[src/rtl/xmb_pkg.sv]
package xmb_pkg;
    localparam int XMB_PORTS = 2;
    localparam int ST_W      = 4;
    // status bit positions
    localparam int ST_RXV    = 0;
    localparam int ST_TXR    = 1;
    localparam int ST_WOF    = 2;
    localparam int ST_ROE    = 3;
endpackage

[src/rtl/xmb_fifo.sv]
module xmb_fifo #(
    parameter int DATA_W = 32,
    parameter int DEPTH  = 8
) (
    input  logic              clk,
    input  logic              rst_n,
    input  logic              push,
    input  logic [DATA_W-1:0] din,
    input  logic              pop,
    output logic [DATA_W-1:0] head,
    output logic              full,
    output logic              empty
);
    localparam int PTR_W = (DEPTH > 1) ? $clog2(DEPTH) : 1;
    localparam int CNT_W = $clog2(DEPTH + 1);

    typedef struct packed {
        logic [DEPTH-1:0][DATA_W-1:0] mem;
        logic [PTR_W-1:0]             wp;
        logic [PTR_W-1:0]             rp;
        logic [CNT_W-1:0]             cnt;
    } fifo_st_t;

    fifo_st_t st_q, st_d;
    logic     push_ok, pop_ok;

    function automatic logic [PTR_W-1:0] ptr_inc(input logic [PTR_W-1:0] p);
        return (p == PTR_W'(DEPTH - 1)) ? '0 : p + PTR_W'(1);
    endfunction

    assign full    = (st_q.cnt == CNT_W'(DEPTH));
    assign empty   = (st_q.cnt == '0);
    assign head    = st_q.mem[st_q.rp];
    assign push_ok = push && !full;
    assign pop_ok  = pop && !empty;

    always_comb begin
        st_d = st_q;
        if (push_ok) begin
            st_d.mem[st_q.wp] = din;
            st_d.wp           = ptr_inc(st_q.wp);
        end
        if (pop_ok) begin
            st_d.rp = ptr_inc(st_q.rp);
        end
        case ({push_ok, pop_ok})
            2'b10:   st_d.cnt = st_q.cnt + CNT_W'(1);
            2'b01:   st_d.cnt = st_q.cnt - CNT_W'(1);
            default: st_d.cnt = st_q.cnt;
        endcase
    end

    always_ff @(posedge clk) begin
        if (!rst_n) st_q <= '0;
        else        st_q <= st_d;
    end


    fifo_bound_chk: assert property (@(posedge clk) disable iff (!rst_n)
        st_q.cnt <= CNT_W'(DEPTH));


    fifo_both_chk: assert property (@(posedge clk) disable iff (!rst_n)
        (push && pop && !full && !empty) |=> $stable(st_q.cnt));


    fifo_full_hold_chk: assert property (@(posedge clk) disable iff (!rst_n)
        (full && push && !pop) |=> (full && $stable(st_q.wp)));
endmodule

[src/rtl/xmb_port_view.sv]
module xmb_port_view
    import xmb_pkg::*;
#(
    parameter int DATA_W = 32
) (
    input  logic              clk,
    input  logic              rst_n,
    input  logic              wr_en,
    input  logic              rd_en,
    input  logic              st_wr,
    input  logic              tx_full,
    input  logic              rx_empty,
    input  logic [DATA_W-1:0] rx_head,
    output logic [DATA_W-1:0] rd_data,
    output logic [ST_W-1:0]   status,
    output logic              irq
);
    typedef struct packed {
        logic wof;
        logic roe;
    } flag_t;

    flag_t fl_q, fl_d;
    logic  ovf_evt, unf_evt;

    assign ovf_evt = wr_en && tx_full;
    assign unf_evt = rd_en && rx_empty;

    always_comb begin
        fl_d     = fl_q;
        // a fresh error outranks a clear in the same cycle
        fl_d.wof = ovf_evt || (fl_q.wof && !st_wr);
        fl_d.roe = unf_evt || (fl_q.roe && !st_wr);
    end

    always_ff @(posedge clk) begin
        if (!rst_n) fl_q <= '0;
        else        fl_q <= fl_d;
    end

    always_comb begin
        rd_data = (rd_en && !rx_empty) ? rx_head : '0;
        status         = '0;
        status[ST_RXV] = !rx_empty;
        status[ST_TXR] = !tx_full;
        status[ST_WOF] = fl_q.wof;
        status[ST_ROE] = fl_q.roe;
        irq = status[ST_RXV] | status[ST_WOF] | status[ST_ROE];
    end


    wof_set_chk: assert property (@(posedge clk) disable iff (!rst_n)
        (wr_en && tx_full) |=> status[ST_WOF]);


    roe_zero_chk: assert property (@(posedge clk) disable iff (!rst_n)
        (rd_en && rx_empty) |-> (rd_data == '0));


    clr_chk: assert property (@(posedge clk) disable iff (!rst_n)
        (st_wr && !(wr_en && tx_full) && !(rd_en && rx_empty))
            |=> (!status[ST_WOF] && !status[ST_ROE]));
endmodule

[src/rtl/xcore_mailbox.sv]
module xcore_mailbox
    import xmb_pkg::*;
#(
    parameter int DATA_W = 32,
    parameter int DEPTH  = 8
) (
    input  logic                               clk,
    input  logic                               rst_n,
    input  logic [XMB_PORTS-1:0]               wr_en,
    input  logic [XMB_PORTS-1:0][DATA_W-1:0]   wr_data,
    input  logic [XMB_PORTS-1:0]               rd_en,
    output logic [XMB_PORTS-1:0][DATA_W-1:0]   rd_data,
    input  logic [XMB_PORTS-1:0]               st_wr,
    output logic [XMB_PORTS-1:0][ST_W-1:0]     status,
    output logic [XMB_PORTS-1:0]               irq
);
    // queue k carries words from port k to port (1-k)
    logic [XMB_PORTS-1:0]             q_full, q_empty;
    logic [XMB_PORTS-1:0][DATA_W-1:0] q_head;

    for (genvar k = 0; k < XMB_PORTS; k++) begin : g_dir
        xmb_fifo #(.DATA_W(DATA_W), .DEPTH(DEPTH)) u_fifo (
            .clk   (clk),
            .rst_n (rst_n),
            .push  (wr_en[k]),
            .din   (wr_data[k]),
            .pop   (rd_en[XMB_PORTS-1-k]),
            .head  (q_head[k]),
            .full  (q_full[k]),
            .empty (q_empty[k])
        );

        xmb_port_view #(.DATA_W(DATA_W)) u_view (
            .clk      (clk),
            .rst_n    (rst_n),
            .wr_en    (wr_en[k]),
            .rd_en    (rd_en[k]),
            .st_wr    (st_wr[k]),
            .tx_full  (q_full[k]),
            .rx_empty (q_empty[XMB_PORTS-1-k]),
            .rx_head  (q_head[XMB_PORTS-1-k]),
            .rd_data  (rd_data[k]),
            .status   (status[k]),
            .irq      (irq[k])
        );
    end
endmodule

[config.mk]
export PLATFORM = sky130hd
export DESIGN_NAME = xcore_mailbox
export DESIGN_NICKNAME = d
export VERILOG_FILES = /design/src/rtl/xmb_pkg.sv /design/src/rtl/xmb_fifo.sv /design/src/rtl/xmb_port_view.sv /design/src/rtl/xcore_mailbox.sv
export SDC_FILE = /design/constraint.sdc
export NUM_CORES = 1
export LEC_CHECK = 0
export ABC_AREA = 1
export BUFFER_PORTS_ARGS = -buffer_cell sky130_fd_sc_hd__buf_4
export CAP_MARGIN = 10
export CORE_UTILIZATION = 55
export CTS_CLUSTER_DIAMETER = 50
export DETAILED_ROUTE_END_ITERATION = 8
export GPL_TIMING_DRIVEN = 0
export PLACE_DENSITY_LB_ADDON = 0.15
export SLEW_MARGIN = 20
export SYNTH_ARGS = -nofsm -noshare
export SYNTH_HDL_FRONTEND = slang
export SYNTH_SLANG_ARGS = --single-unit
[constraint.sdc]
create_clock -name clk -period 2.3 [get_ports clk]
set_input_delay 0.23 -clock clk [delete_from_list [all_inputs] [get_ports clk]]
set_output_delay 0.23 -clock clk [all_outputs]
set_load 0.01 [all_outputs]
# --- Word-level counts from Yosys, hierarchy flattened ---
# Index checks and enable logic that the tools add are counted.
totals:
  reg_bits: 536
  inputBits: 72
  output_inout_bits: 74
op_classes:
  n_addsub: 8
  magnitude_cmp: 6
  n_eq_ne: 10
  n_mux: 18
  bitwise: 4
  n_reduce_logical: 28
ops:
  columns: ["cell", "n"]
  rows:
  - ["$bwmux W256", 2]
  - ["$bmux W32 S3", 2]
  - ["$demux W32 S3", 2]
  - ["$mux W32", 6]
  - ["$lt A3 B4 Y1 const B", 4]
  - ["$pmux W4 S2", 2]
  - ["$logic_and A1 B1 Y1", 14]
  - ["$add A3 B1 Y3 const B", 4]
  - ["$eq A3 B3 Y1 const B", 4]
  - ["$mux W3", 4]
  - ["$add A4 B1 Y4 const B", 2]
  - ["$eq A4 B4 Y1 const B", 2]
  - ["$logic_not A4 Y1", 2]
  - ["$sub A4 B1 Y4 const B", 2]
  - ["$ge A3 B1 Y1 const B", 2]
  - ["$logic_not A1 Y1", 6]
  - ["$eq A2 B1 Y1 const B", 2]
  - ["$eq A2 B2 Y1 const B", 2]
  - ["$logic_or A1 B1 Y1", 4]
  - ["$or A1 B1 Y1", 4]
  - ["$reduce_bool A2 Y1", 2]

# --- Longest topological paths before layout ---
logic_depth:
  word_depth: 5
  ltp_mapped: 15
  depth_no_buf: 14

# --- Modules after synthesis ---
# A second synthesis with hierarchy kept.
hier_totals:
  cells_unflattened: 4834
  area_unflattened_um2: 28954.0
by_module_without_submodules:
  columns: ["mod", "instances", "cells_per_inst", "area_per_inst_um2", "seq_area_each_um2"]
  rows:
  - ["xmb_fifo (g_dir[1].u_fifo)", 1, 2453, 14508.9, 5325.1]
  - ["xmb_fifo (g_dir[0].u_fifo)", 1, 2215, 13489.2, 5325.1]
  - ["xmb_port_view", 2, 83, 478.0, 40.0]

# --- Worst setup path before layout ---
# No wires, ideal clock.
synth_timing:
  kind: "register -> register"
  start: "register g_dir[1].u_fifo.st_q[0] (netlist bit)"
  end: "register g_dir[1].u_fifo.st_q[2] (netlist bit)"
  setup_time_ns: 0.115
  arrival_time_ns: 2.140
  t_required_ns: 2.185
  path_slack_ns: 0.045
  path_stages_with_launch: 15
  synth_period_minus_slack_ns: 2.255
  path_cell_list: "dfxtp_1 > nor2_2 > nand3_1 > nand2_1 > clkinv_1 > clkbuf_1 > ha_1 > nand2_1 > inv_1 > nor2_1 > ha_1 > a21oi_1 > xnor2_1 > o21ai_0 > inv_1"
synth_lines:
  columns: ["item", "line", "rtl"]
  rows:
  - ["from (decl)", "xmb_fifo.sv:24", "fifo_st_t st_q, st_d;"]
  - ["from (signal assigned)", "xmb_fifo.sv:55", "else st_q <= st_d;"]

==> summary.txt <==
Outcome
  – Violated checks: negative setup slack
  – Status: complete, but fails checks

Cells and area
  – Layout Nets: just under 4000
  – Most common cell after layout, fill and taps aside: nand2_1
  – Post-Layout Inst Area: between 30000 and 40000 µm²
  – Layout Area Growth over Synthesis: 22.5%
  – # fillers: 3712
  – Most frequent cells in the layout: nand2_1, dfxtp_1, a21oi_1
  – Util after Layout: 0.684
  – Share of layout cells above drive strength 1: 0.163

Setup path
  – CP arrival: between 2 and 2.5 ns
  – Reg2reg setup slack: roughly 0.03 ns
  – Worst setup EP type: output pin
  – Crit-path max cell delay: between 0.4 and 0.5 ns
  – Worst r2r src: g_dir[0].u_fifo.st_q[9]
  – Critical path required time: 2.07 ns
  – Crit path kind: register to output pin
  – Critical Path Source: g_dir[0].u_fifo.st_q[4]
  – Reg2Reg Depth: 6
  – Crit-path max FO: 6
  – FF-to-FF End: g_dir[0].u_fifo.st_q[89]
  – Slowest stage cell, crit path: dfxtp_4
  – Cell chain of the critical path: buf_12 > buf_12 > clkbuf_16 > nor2_1 > o22ai_1 > nor2_1 > nor2_2 > buf_4
  – Largest delay share family, worst path: buffers and inverters
  – CP Buf/Inv Count: 4
  – Startpoint Class: register

Floorplanning
  – Die area: 45700 µm²
  – Chip width: about 210 µm
  – IO Pins: roughly 150
  – Placeable Area: between 40000 and 50000 µm²
  – FP Rows: 77
  – Die height: 214 µm
  – Initial Util: 0.558

Clocking
  – CTS tree: built
  – Later-pin clock latency in the skew report: about 0.65 ns
  – Clk root buf: clkbuf_16
  – Num Clock Sinks: roughly 540
  – Clock transition at path regs: 0.06 ns
  – CTS Buf Count: slightly above 60
  – Htree depth: 2
  – Clk buf depth: 3

STA
  – Slew Viols, Final: 0
  – Final Hold Fails: 0
  – RSZ-0062 raised after global routing: true
  – Crit share post-route: 1.06
  – Final WS setup: -0.132 ns
  – Fmax: between 400 and 500 MHz
  – Clock Skews: roughly 0.015 ns
  – Relative slew slack: 0.385
  – Slew @ Worst Pin: 0.922 ns
  – Min Tclk post-route: between 2 and 2.5 ns
  – Final setup fails: 38

GRT
  – Pin count of the biggest net entering global routing: 15
  – Wire length of the first global-routing pass: 144000 µm
  – Gr ovfl total: 0
  – Total GRT Usage: 0.413
  – Initial antenna violation count: 2
  – Vias in the first global route: about 25000

Logic synthesis
  – Post-Synthesis Cells: around 3500
  – Cell Area, Synth: 24700 µm²
  – Sequential area share after synthesis: 0.435
  – Mapped Nets: 3634
  – Avg Cell Area, Syn: between 6 and 7 µm²
  – Yosys warnings: 0
  – Synth unique cells: 24
  – Post-synthesis register bit count: about 540

Drt
  – Detailed Route Iter0 Violations: 3510
  – DRC viols: 0
  – Antenna viol nets, final: 0
  – Wire length per cell: between 20 and 25 µm
  – DRT Pass-1 Iters: 8
  – Post-detailed-routing wire length: 97300 µm
  – Vias per std cell: between 6 and 7
  – Vias: 27200

Min path
  – Hold Path End: g_dir[0].u_fifo.st_q[101]
  – Hold Path Depth: 3
  – Hold_sp: wr_data[27]
  – Min-delay worst type: primary input to register

Placement
  – Cell Area, Placed: 26000 µm²
  – Routability Congestion: ~0.98
  – Post-DP HPWL: 65800 µm
  – Count of input and output buffers: 81

Job
  – Max Cap Viol: 0

Power and ir drop
  – Leak Pwr: ~11 nW
  – Power density cells: around 1100 nW/µm²
  – VDD IR max: around 0.79 mV
[metrics by stage]
step	TNS (ns)	std cells	total power, W	hold slack, ns	worst slack [ns]
floorplan	0	3548	0.0174	0.368	0.0449
global placement	-3.74	4221	0.0213	0.444	-0.520
detailed placement	-4.45	4221	0.0214	0.448	-0.553
CTS	-0.323	4382	0.0327	0.00244	-0.0489
global route	-4.27	4397	0.0355	0.00647	-0.133
finish	-1.48	4397	0.0344	0.0103	-0.132
[sequential cells by signal, indices dropped and copies added, names as in the netlist]
name,count
g_dir.u_fifo.st_q,532
g_dir.u_view.status,4
[Yosys cell counts]
| cell type | count | share of area |
|---|---|---|
| ha_1 | 14 | 0.0071 |
| nand2_2 | 18 | 0.0046 |
| nand3_1 | 520 | 0.11 |
| buf_6 | 11 | 0.0050 |
| clkbuf_1 | 196 | 0.030 |
| inv_2 | 7 | 0.0011 |
| o22ai_1 | 68 | 0.017 |
| dfxtp_1 | 536 | 0.43 |
| nor2_2 | 7 | 0.0018 |
| nand2_1 | 604 | 0.092 |
| buf_2 | 85 | 0.017 |
| xnor2_1 | 4 | 0.0014 |
| clkbuf_2 | 44 | 0.0089 |
| clkinv_1 | 2 | 0.00030 |
| o21ai_0 | 273 | 0.055 |
| nor2_1 | 484 | 0.074 |
| buf_8 | 1 | 0.00061 |
| inv_1 | 35 | 0.0053 |
| a21oi_1 | 528 | 0.11 |
| nand3_2 | 2 | 0.00081 |
| buf_1 | 16 | 0.0024 |
| xor2_1 | 2 | 0.00071 |
| buf_4 | 27 | 0.0082 |
| o211ai_1 | 64 | 0.019 |
[area by class of cell]
type	instances	area [µm²]	area share
sequential	536	10700	0.355
buffer	379	2690	0.0889
tap	592	741	0.0245
multi-input combinational	2588	12500	0.412
timing repair buffer	145	1420	0.0469
antenna	2	5.00	0.000166
clock inverter	28	262	0.00865
inverter	44	193	0.00637
clock buffer	83	1730	0.0572
[power by group]
| part | internal [W] | switching (W) | total, W |
|---|---|---|---|
| sequential | 0.00989 | 0.000492 | 0.0104 |
| clock | 0.00561 | 0.00423 | 0.00984 |
| combinational | 0.00532 | 0.00882 | 0.0141 |
[worst min-delay path, cell delays in order]
cell and delay [ns]:
clkbuf_2 0.19, nand3_1 0.12, a21oi_1 0.06
[logic make-up after synthesis]
family	count (synthesis)	synth area share
xor+xnor	6	0.00213
flops	536	0.435
compound gates	933	0.199
buf+inv	424	0.0789
simple gates	1635	0.278
fa+ha+maj	14	0.00710
[routing by layer]
metal	GRT usage	wire, µm	up-vias
met5	0	0	-
met4	0.303	7520	0
met3	0.0852	9790	494
met2	0.683	45100	1797
met1	0.474	34900	12600
li1	-	-	12400
[worst max path at each step]
stage                     cells after the start  slack [ns]                       to
after floorplan                              14        0.04  g_dir[1].u_fifo.st_q[2]
after global placement                       14       -0.52  g_dir[1].u_fifo.st_q[2]
after detailed placement                     14       -0.55  g_dir[1].u_fifo.st_q[2]
after CTS                                     8       -0.05              rd_data[60]
after global routing                          7       -0.13               rd_data[3]
final                                         8       -0.13              rd_data[59]
[what timing repair did]
action | in CTS | in global routing
resized for setup | 350 | 206
setup endpoints to repair | 72 | 74
gates cloned | 5 | 10
pin swaps | 35 | 89
hold buffers | 34 | 0
endpoints found under the hold margin | 188 | 0
setup buffers | 11 | 4
No activity file was read; power rests on OpenSTA's default activity.
